==> config.mk <==
export PLATFORM = sky130hd
export DESIGN_NAME = ibq_ctrl
export DESIGN_NICKNAME = d
export VERILOG_FILES = /design/src/rtl/ibq_pkg.sv /design/src/rtl/ibq_cmd_decode.sv /design/src/rtl/ibq_occ_fsm.sv /design/src/rtl/ibq_byte_path.sv /design/src/rtl/ibq_ctrl.sv
export SDC_FILE = /design/constraint.sdc
export NUM_CORES = 1
export LEC_CHECK = 0
export ABC_AREA = 1
export BUFFER_PORTS_ARGS = -buffer_cell sky130_fd_sc_hd__buf_2
export CORE_MARGIN = 3
export CORE_UTILIZATION = 48
export CTS_BUF_LIST = sky130_fd_sc_hd__clkbuf_2
export DETAILED_ROUTE_END_ITERATION = 16
export HOLD_SLACK_MARGIN = 0.03
export PLACE_DENSITY = 0.81
export SKIP_LAST_GASP = 1
export SYNTH_ARGS = -nofsm -noshare
export SYNTH_HDL_FRONTEND = slang
export SYNTH_HIERARCHICAL = 1
export SYNTH_SLANG_ARGS = --single-unit
==> constraint.sdc <==
create_clock -name clk -period 1.5 [get_ports clk]
set_input_delay 0.15 -clock clk [delete_from_list [all_inputs] [get_ports clk]]
set_output_delay 0.15 -clock clk [all_outputs]
set_load 0.02 [all_outputs]
==> src/rtl/ibq_pkg.sv <==
`timescale 1ns/1ps
package ibq_pkg;
    typedef enum logic [1:0] {
        OCC_EMPTY = 2'd0,
        OCC_ONE   = 2'd1,
        OCC_FULL  = 2'd2,
        OCC_WORD  = 2'd3
    } occ_e;

    typedef enum logic [2:0] {
        OP_NONE     = 3'd0,
        OP_DISPATCH = 3'd1,
        OP_READ     = 3'd2,
        OP_WRITE    = 3'd3,
        OP_SET_WORD = 3'd4,
        OP_SET_BYTE = 3'd5
    } op_e;

    typedef enum logic [1:0] {
        CAUSE_NONE         = 2'd0,
        CAUSE_REFILL_EMPTY = 2'd1,
        CAUSE_REFILL_PART  = 2'd2,
        CAUSE_IRQ          = 2'd3
    } cause_e;
endpackage

==> src/rtl/ibq_cmd_decode.sv <==
`timescale 1ns/1ps
module ibq_cmd_decode
    import ibq_pkg::*;
(
    input  logic dispatch_req,
    input  logic dispatch_en,
    input  logic read_req,
    input  logic write_req,
    input  logic set_byte_req,
    input  logic set_word_req,
    output op_e  op
);
    // Qualify the raw command lines into at most one operation.
    // Any illegal mix falls through to OP_NONE.
    always_comb begin
        op = OP_NONE;
        if (dispatch_req && dispatch_en && !read_req && !write_req && !set_word_req)
            op = OP_DISPATCH;
        else if (read_req && !dispatch_req && !write_req && !set_word_req && !set_byte_req)
            op = OP_READ;
        else if (write_req && !dispatch_req && !read_req)
            op = OP_WRITE;
        else if (set_word_req && !dispatch_req && !read_req && !write_req && !set_byte_req)
            op = OP_SET_WORD;
        else if (set_byte_req && !dispatch_req && !read_req && !write_req && !set_word_req)
            op = OP_SET_BYTE;
    end
endmodule

==> src/rtl/ibq_occ_fsm.sv <==
`timescale 1ns/1ps
module ibq_occ_fsm
    import ibq_pkg::*;
(
    input  logic   clk,
    input  logic   rst_n,
    input  op_e    op,
    input  logic   byte_hint,
    input  logic   irq_pending,
    output occ_e   occ_q,
    output occ_e   occ_nxt,
    output logic   dispatch_ok,
    output logic   refill_trap,
    output cause_e cause,
    output logic   front_wr,
    output logic   pick_even,
    output logic   pick_odd
);
    logic advance;

    // State register
    always_ff @(posedge clk or negedge rst_n) begin
        if (!rst_n) occ_q <= OCC_EMPTY;
        else        occ_q <= occ_nxt;
    end

    // Next state and outputs
    always_comb begin
        occ_nxt     = occ_q;
        dispatch_ok = 1'b0;
        refill_trap = 1'b0;
        cause       = CAUSE_NONE;
        front_wr    = 1'b0;
        pick_even   = 1'b0;
        pick_odd    = 1'b0;
        advance     = 1'b0;

        unique case (op)
            OP_DISPATCH: begin
                if ((irq_pending || occ_q != OCC_FULL) && !byte_hint) begin
                    refill_trap = 1'b1;
                    if (irq_pending)             cause = CAUSE_IRQ;
                    else if (occ_q == OCC_EMPTY) cause = CAUSE_REFILL_EMPTY;
                    else                         cause = CAUSE_REFILL_PART;
                end else begin
                    dispatch_ok = 1'b1;
                    advance     = 1'b1;
                end
            end
            OP_READ: advance = 1'b1;
            OP_WRITE: begin
                if (occ_q == OCC_EMPTY) begin
                    front_wr = 1'b1;
                    if (byte_hint) begin
                        pick_odd = 1'b1;
                        occ_nxt  = OCC_ONE;
                    end else begin
                        pick_even = 1'b1;
                        occ_nxt   = OCC_WORD;
                    end
                end else begin
                    occ_nxt = OCC_FULL;
                end
            end
            OP_SET_WORD: begin
                front_wr  = 1'b1;
                pick_even = 1'b1;
                occ_nxt   = OCC_WORD;
            end
            OP_SET_BYTE: begin
                front_wr = 1'b1;
                pick_odd = 1'b1;
                occ_nxt  = OCC_ONE;
            end
            default: ;
        endcase

        if (advance) begin
            front_wr = 1'b1;
            unique case (occ_q)
                OCC_FULL:  begin pick_even = 1'b1; occ_nxt = OCC_WORD;  end
                OCC_WORD:  begin pick_odd  = 1'b1; occ_nxt = OCC_ONE;   end
                OCC_ONE:   begin pick_odd  = 1'b1; occ_nxt = OCC_EMPTY; end
                OCC_EMPTY: begin pick_even = 1'b1; occ_nxt = OCC_EMPTY; end
                default:   ;
            endcase
        end
    end
endmodule

==> src/rtl/ibq_byte_path.sv <==
`timescale 1ns/1ps
module ibq_byte_path #(
    parameter int WORD_W = 16
) (
    input  logic                  clk,
    input  logic                  rst_n,
    input  logic                  load_word,
    input  logic [WORD_W-1:0]     fetch_word,
    input  logic                  front_wr,
    input  logic                  take_odd,
    output logic [WORD_W/2-1:0]   front_byte
);
    localparam int BYTE_W = WORD_W / 2;

    logic [WORD_W-1:0] word_q;
    logic [WORD_W-1:0] src_word;
    logic [BYTE_W-1:0] lane [2];
    logic [BYTE_W-1:0] picked;

    assign src_word = load_word ? fetch_word : word_q;

    // lane[0] = even (upper) byte, lane[1] = odd (lower) byte
    for (genvar g = 0; g < 2; g++) begin : g_lane
        assign lane[g] = src_word[WORD_W-1-g*BYTE_W -: BYTE_W];
    end

    assign picked = take_odd ? lane[1] : lane[0];

    always_ff @(posedge clk or negedge rst_n) begin
        if (!rst_n)         word_q <= '0;
        else if (load_word) word_q <= fetch_word;
    end

    always_ff @(posedge clk or negedge rst_n) begin
        if (!rst_n)        front_byte <= '0;
        else if (front_wr) front_byte <= picked;
    end
endmodule

==> src/rtl/ibq_ctrl.sv <==
`timescale 1ns/1ps
module ibq_ctrl
    import ibq_pkg::*;
#(
    parameter int WORD_W = 16
) (
    input  logic                clk,
    input  logic                rst_n,
    input  logic                dispatch_req,
    input  logic                dispatch_en,
    input  logic                read_req,
    input  logic                write_req,
    input  logic                set_byte_req,
    input  logic                set_word_req,
    input  logic                irq_pending,
    input  logic [WORD_W-1:0]   fetch_word,
    output logic                dispatch_ok,
    output logic                refill_trap,
    output logic [1:0]          trap_cause,
    output logic                front_wr,
    output logic                even_sel_n,
    output logic                odd_sel_n,
    output logic                empty_n,
    output logic [1:0]          next_occ,
    output logic [WORD_W/2-1:0] front_byte
);
    op_e    op;
    occ_e   occ_state;
    occ_e   occ_next;
    cause_e cause;
    logic   pick_even;
    logic   pick_odd;
    logic [1:0] occ_q;

    ibq_cmd_decode u_dec (
        .dispatch_req (dispatch_req),
        .dispatch_en  (dispatch_en),
        .read_req     (read_req),
        .write_req    (write_req),
        .set_byte_req (set_byte_req),
        .set_word_req (set_word_req),
        .op           (op)
    );

    ibq_occ_fsm u_fsm (
        .clk         (clk),
        .rst_n       (rst_n),
        .op          (op),
        .byte_hint   (set_byte_req),
        .irq_pending (irq_pending),
        .occ_q       (occ_state),
        .occ_nxt     (occ_next),
        .dispatch_ok (dispatch_ok),
        .refill_trap (refill_trap),
        .cause       (cause),
        .front_wr    (front_wr),
        .pick_even   (pick_even),
        .pick_odd    (pick_odd)
    );

    ibq_byte_path #(.WORD_W(WORD_W)) u_path (
        .clk        (clk),
        .rst_n      (rst_n),
        .load_word  (op == OP_WRITE),
        .fetch_word (fetch_word),
        .front_wr   (front_wr),
        .take_odd   (pick_odd),
        .front_byte (front_byte)
    );

    assign occ_q      = occ_state;
    assign next_occ   = occ_next;
    assign trap_cause = cause;
    assign even_sel_n = ~pick_even;
    assign odd_sel_n  = ~pick_odd;
    assign empty_n    = (occ_next != OCC_EMPTY);
endmodule

-- After elaboration in Yosys (flattened, before gate mapping)
Index checks and enable logic that the tools add are counted.
- register bits: 26
- input bits: 25
- output and inout port bits: 18
- word-level logic and storage cells: 79
- eq/ne operators: 9
- muxes and demuxes: 34
- bitwise gates (word level): 2
- reductions and logical operators: 31
- operators with widths (cell ; number):
    1-bit logical AND ; 19
    16-bit two-way mux ; 1
    3-bit two-way mux ; 5
    1-bit two-way mux ; 14
    2-bit two-way mux ; 7
    2-bit case mux with 3 select lines ; 2
    8-bit two-way mux ; 1
    1-bit case mux with 2 select lines ; 4
    2-bit OR reduction ; 4
    3-bit by 2-bit == test with 1-bit output (second input constant) ; 2
    3-bit == test (second input constant) ; 2
    1-bit zero test ; 5
    2-bit == test (second input constant) ; 2
    3-bit by 1-bit == test with 1-bit output (second input constant) ; 1
    2-bit by 1-bit == test with 1-bit output (second input constant) ; 1
    2-bit zero test ; 1
    2-bit != test (second input constant) ; 1
    1-bit NOT ; 2
    2-bit nonzero test ; 1
    1-bit logical OR ; 1

-- Depth between registers and ports, before layout
- depth in word-level cells: 15
- mapped depth: 13
- depth with buffers taken out: 12

-- Modules after synthesis
The synthesis kept the hierarchy.
- by module, submodules not included (module ; times used ; cells each ; area each (um2) ; sequential area each (um2)):
    ibq_byte_path ; 1 ; 120 ; 1067.3 ; 600.6
    ibq_occ_fsm ; 1 ; 52 ; 304.0 ; 50.0
    ibq_cmd_decode ; 1 ; 17 ; 72.6 ; 0.0
    ibq_ctrl ; 1 ; 5 ; 21.3 ; 0.0

-- Worst setup path after synthesis
Ideal clock, no wire load.
- path type: input to register
- start point: in dispatch_req
- end point: reg u_path.front_byte[5]
- library setup time: 117 ps
- arrival time: 1730 ps
- data required time: 1383 ps
- slack: -347 ps
- cell stages on the path: 13
- path buffers: 1
- path through: nor2_1 o21ai_1 nor2_1 inv_1 nand2_1 nor2_1 a21oi_2 o21bai_1 buf_4 inv_1 nand3_1 nand3_1 nand2_1
- longest elaborated chain between the ends: 15
- elaborated cells on any way between the ends: 38
- classes of those cells: 5 x eq/ne; 13 x mux; 20 x reduce/logical
- RTL lines (item ; line ; RTL):
    start, declared ; ibq_ctrl.sv:9 ; input logic dispatch_req,
    1-bit zero test ; n/a ;
    1-bit logical AND (4 in a row) ; ibq_cmd_decode.sv:25 ; else if (set_byte_req && !dispatch_req && !read_req && !write_req && !set_word_req)
    3-bit two-way mux ; ibq_cmd_decode.sv:25 ;
    3-bit two-way mux ; ibq_cmd_decode.sv:23 ; else if (set_word_req && !dispatch_req && !read_req && !write_req && !set_byte_req)
    3-bit two-way mux ; ibq_cmd_decode.sv:21 ; else if (write_req && !dispatch_req && !read_req)
    3-bit two-way mux ; ibq_cmd_decode.sv:19 ; else if (read_req && !dispatch_req && !write_req && !set_word_req && !set_byte_req)
    3-bit two-way mux * ; ibq_cmd_decode.sv:17 ; if (dispatch_req && dispatch_en && !read_req && !write_req && !set_word_req)
    net op[2] ; ibq_ctrl.sv:27 ; op_e op;
    3-bit == test or 3-bit by 2-bit == test with 1-bit output (tied branches) ; ibq_occ_fsm.sv:38 ; unique case (op)
    1-bit case mux with 2 select lines ; ibq_occ_fsm.sv:38 ;
    1-bit two-way mux ; ibq_occ_fsm.sv:80 ; unique case (occ_q)
    1-bit two-way mux * ; ibq_occ_fsm.sv:78 ; if (advance) begin
    net pick_odd ; ibq_ctrl.sv:32 ; logic pick_odd;
    8-bit two-way mux * ; ibq_byte_path.sv:27 ; assign picked = take_odd ? lane[1] : lane[0];
    end signal, assigned ; ibq_byte_path.sv:36 ; else if (front_wr) front_byte <= picked;
    end, declared ; ibq_byte_path.sv:11 ; output logic [WORD_W/2-1:0] front_byte
Mark *: on every way through the listed nets, which the timed path passes. The rest lies on a longest branch.
A chain may end at the register's enable or synchronous reset.

-- Worst setup path in the final report
- start point: reg u_fsm.occ_q[1]
- end point: out empty_n
- longest elaborated chain between the ends: 7
- elaborated cells on any way between the ends: 15
- classes of those cells: 4 x eq/ne; 6 x mux; 5 x reduce/logical
- RTL lines (item ; line ; RTL):
    start, declared ; ibq_occ_fsm.sv:10 ; output occ_e occ_q,
    start signal, assigned ; ibq_occ_fsm.sv:24 ; else occ_q <= occ_nxt;
    2-bit != test ; ibq_occ_fsm.sv:40 ; if ((irq_pending || occ_q != OCC_FULL) && !byte_hint) begin
    1-bit logical OR ; ibq_occ_fsm.sv:40 ;
    1-bit logical AND ; ibq_occ_fsm.sv:40 ;
    1-bit two-way mux ; ibq_occ_fsm.sv:40 ;
    1-bit case mux with 2 select lines ; ibq_occ_fsm.sv:38 ;
    2-bit two-way mux * ; ibq_occ_fsm.sv:78 ;
    2-bit nonzero test * ; ibq_ctrl.sv:76 ; assign empty_n = (occ_next != OCC_EMPTY);
    end, declared ; ibq_ctrl.sv:23 ; output logic empty_n,
Mark *: on every way between the ends. The rest lies on a longest branch, timed or not.

==> results.tsv <==
stage	metric	value	unit
run_status	status	finished with violations	
run_status	violations	negative setup slack	
logic_synthesis	synth_compound_area_share	4.27	%
grt	grt_overflow	0	
placed_design	io_buffer_count	42	
timing	report.final.slew_viol_count	0	
logic_synthesis	yosys.area.top_type	dfrtp_1	
placed_design	pre_cts_ws	-456	ps
setup_path	critPathKind	register to output pin	
logic_synthesis	synth_top_family_by_area	simple AND/OR/NAND/NOR gates	
run	cap_violations	0	
finish	diodes	0	
grt	antenna_found_initial	0	
finish	fin_area	2410	µm²
hold_path	hp-start	fetch_word[13]	
power	power	0.00311	W
logic_synthesis	yosys_warnings	6	
setup_path	worstPathRequired	1350	ps
setup_path	path_max_fanout	3	
setup_path	rr_startpoint	u_fsm/occ_q[1]$_DFF_PN0_	
hold_path	hold_class	primary input to register	
detailed_routing	ant_nets	0	
finish	layout_common_cells	67 x nand2_1, 43 x buf_4, 33 x buf_2, 25 x nand3_1, 24 x dfrtp_1	
grt	grt_first_pass_wirelength	6760	µm
setup_path	reg2reg_depth	9	
placed_design	postPlaceCellArea	1980	µm²
setup_path	cp.arrival	1830	ps
detailed_routing	first_pass_iters	4	
cts	clockRootBuffer	clkbuf_2	
timing	hold_viol	0	
detailed_routing	routed_via_density	5.24	
cts	clk_pin_slew	260	ps
logic_synthesis	syn-cell-area	1470	µm²
logic_synthesis	yosys.area_share.simple	42.6	%
timing	setup_viol	15	
timing	worst_slew_pin_slew	569	ps
detailed_routing	drcViolationCount	0	
placed_design	hpwl	2760	µm
logic_synthesis	syn_inst	194	
logic_synthesis	synth_xor_area_share	0	%
die	ioPinCount	43	
logic_synthesis	synthMuxAreaShare	0	%
grt	grt.total_usage	24.4	%
grt	grt_start_max_net_pins	27	
logic_synthesis	synth_top_area_share	44.4	%
detailed_routing	vias	1719	
die	die-area	3750	µm²
die	rows	19	
hold_path	hold_depth	4	
finish	final_layout_size_suffix_gt1_share	47.5	%
cts	worstSkewPairLatency	360	ps
timing	fin_crit	1980	ps
die	fp.dieH	61.3	µm
timing	setup_tns	-4260	ps
hold_path	min_to	u_path/word_q[13]$_DFF_PN0_	
setup_path	r2r-end	u_path/front_byte[4]$_DFFE_PN0P_	
finish	layout_commonest_cell	nand2_1	
timing	relSlewSlack	62.1	%
power	ir_drop	1.09	mV
timing	layout_setup_ws	-479	ps
timing	max_freq	0.505	GHz
logic_synthesis	synthTopCellsByArea	dfrtp_1 44%, nand2_1 19%, nand3_1 8.5%	
timing	rsz0062_at_grt	true	
finish	finalNetCount	323	
cts	numCtsBuffers	3	
detailed_routing	drtIter0Drc	109	
cts	cts_buffer_depth	2	
logic_synthesis	synthAdderAreaFrac	0	%
power	power_per_cell_area	1290	nW/µm²
die	die_width	61.3	µm
finish	fill_cells	168	
die	core_area	2830	µm²
cts	clock_sinks	26	
detailed_routing	wl	4710	µm
timing	fin_worst_skew	22.5	ps
setup_path	r2r_slack	-100	ps
power	p_leak	1.33	nW
die	initial_core_util	51.8	%
logic_synthesis	ys_seq_elements	26	
detailed_routing	wl_per_cell	14.4	µm
logic_synthesis	syn-mean-instance-area	7.55	µm²
placed_design	gp_congestion	0.845	
grt	first_global_vias	1606	
setup_path	cp-end-kind	output pin	
logic_synthesis	ys_types	23	
cts	cts_tree	done	
setup_path	critPathLaunchType	register	
logic_synthesis	ys_seq_area_share	44.4	%
cts	h-tree-depth	1	
finish	area_delta_synth_final	64.7	%
timing	fin_crit_sh	132	%
logic_synthesis	syn-num-nets	219	
==> through the flow <==
step,hold WS (ps),cells,utilization [%]
after global placement,168,300,69.9
after detailed placement,179,300,69.9
after CTS,56.2,325,81.5
after floorplan,-146,194,-
after global routing,82.4,328,85.3
final,121,328,85.3
==> area by class of cell <==
type | instances | area (µm²) | share of cell area (%)
sequential | 26 | 653 | 27.1
tap | 31 | 38.8 | 1.61
timing repair buffer | 104 | 796 | 33.0
multi-input combinational | 145 | 798 | 33.1
inverter | 18 | 82.6 | 3.42
clock inverter | 1 | 30.0 | 1.24
clock buffer | 3 | 15.0 | 0.622
==> per-layer routing <==
| metal | share of wire [%] | wire length [µm] | vias up | track usage [%] |
|---|---|---|---|---|
| li1 | - | - | 817 | - |
| met1 | 34 | 1610 | 794 | 27.6 |
| met2 | 56 | 2640 | 89 | 44.7 |
| met3 | 5.7 | 270 | 19 | 3.77 |
| met4 | 4.0 | 188 | 0 | 11.1 |
| met5 | 0 | 0 | - | 0 |
==> synthesized netlist by cell type <==
library cell	instances
nand2_1	76
dfrtp_1	26
nand3_1	25
inv_1	15
nand2_2	11
nor2_1	11
nand3_2	5
a21oi_1	4
nand4_1	3
buf_6	2
inv_2	2
nor2_2	2
o21bai_1	2
a21oi_2	1
buf_12	1
buf_2	1
buf_4	1
inv_6	1
nor3_4	1
o21ai_0	1
o21ai_1	1
o21ai_2	1
or2_1	1
==> cell families after synthesis <==
logic type,after synthesis
buffers and inverters,23
AO/OA/AOI/OAI,10
AND/OR/NAND/NOR,135
flip-flops,26
==> report_power, final <==
part | total (W) | leakage [nW] | internal [W] | switching [W]
registers | 0.00107 | 0.330 | 0.000930 | 0.000138
clock network | 0.000442 | 0.0266 | 0.000230 | 0.000213
logic | 0.00160 | 0.976 | 0.000759 | 0.000837
==> worst max-delay path: stages (launching register included) <==
cell,delay (ps)
dfrtp_2,510
nand3_2,100
nand2_2,90
buf_6,130
nand2_4,70
o21ai_4,70
nand2_1,90
nand2_2,60
or2_4,230
buf_6,130
==> timing repair <==
action,CTS,global route
setup endpoints to repair,17,18
hold endpoints to repair,37,1
resized for setup,27,24
buffers inserted,10,3
pin swaps,11,10
gates cloned,0,0
hold buffers,12,1
==> how the worst max path moves through the flow <==
stage / slack (ps) / endpoint / start / cells past startpoint
after floorplan: -120 / u_path/front_byte[5]$_DFFE_PN0P_ / dispatch_req / 13
after CTS: -440 / empty_n / u_fsm/occ_q[0]$_DFF_PN0_ / 9
after detailed placement: -460 / u_path/front_byte[0]$_DFFE_PN0P_ / dispatch_req / 12
after global placement: -370 / u_path/front_byte[4]$_DFFE_PN0P_ / dispatch_req / 14
final: -480 / empty_n / u_fsm/occ_q[1]$_DFF_PN0_ / 9
after global routing: -610 / empty_n / u_fsm/occ_q[1]$_DFF_PN0_ / 8
==> flip-flops by register name, summed over array words and instances, names as in the netlist <==
name,count
u_path/word_q,16
u_path/front_byte,8
u_fsm/occ_q,2
Note: power is estimated with default switching activity, not from simulation.
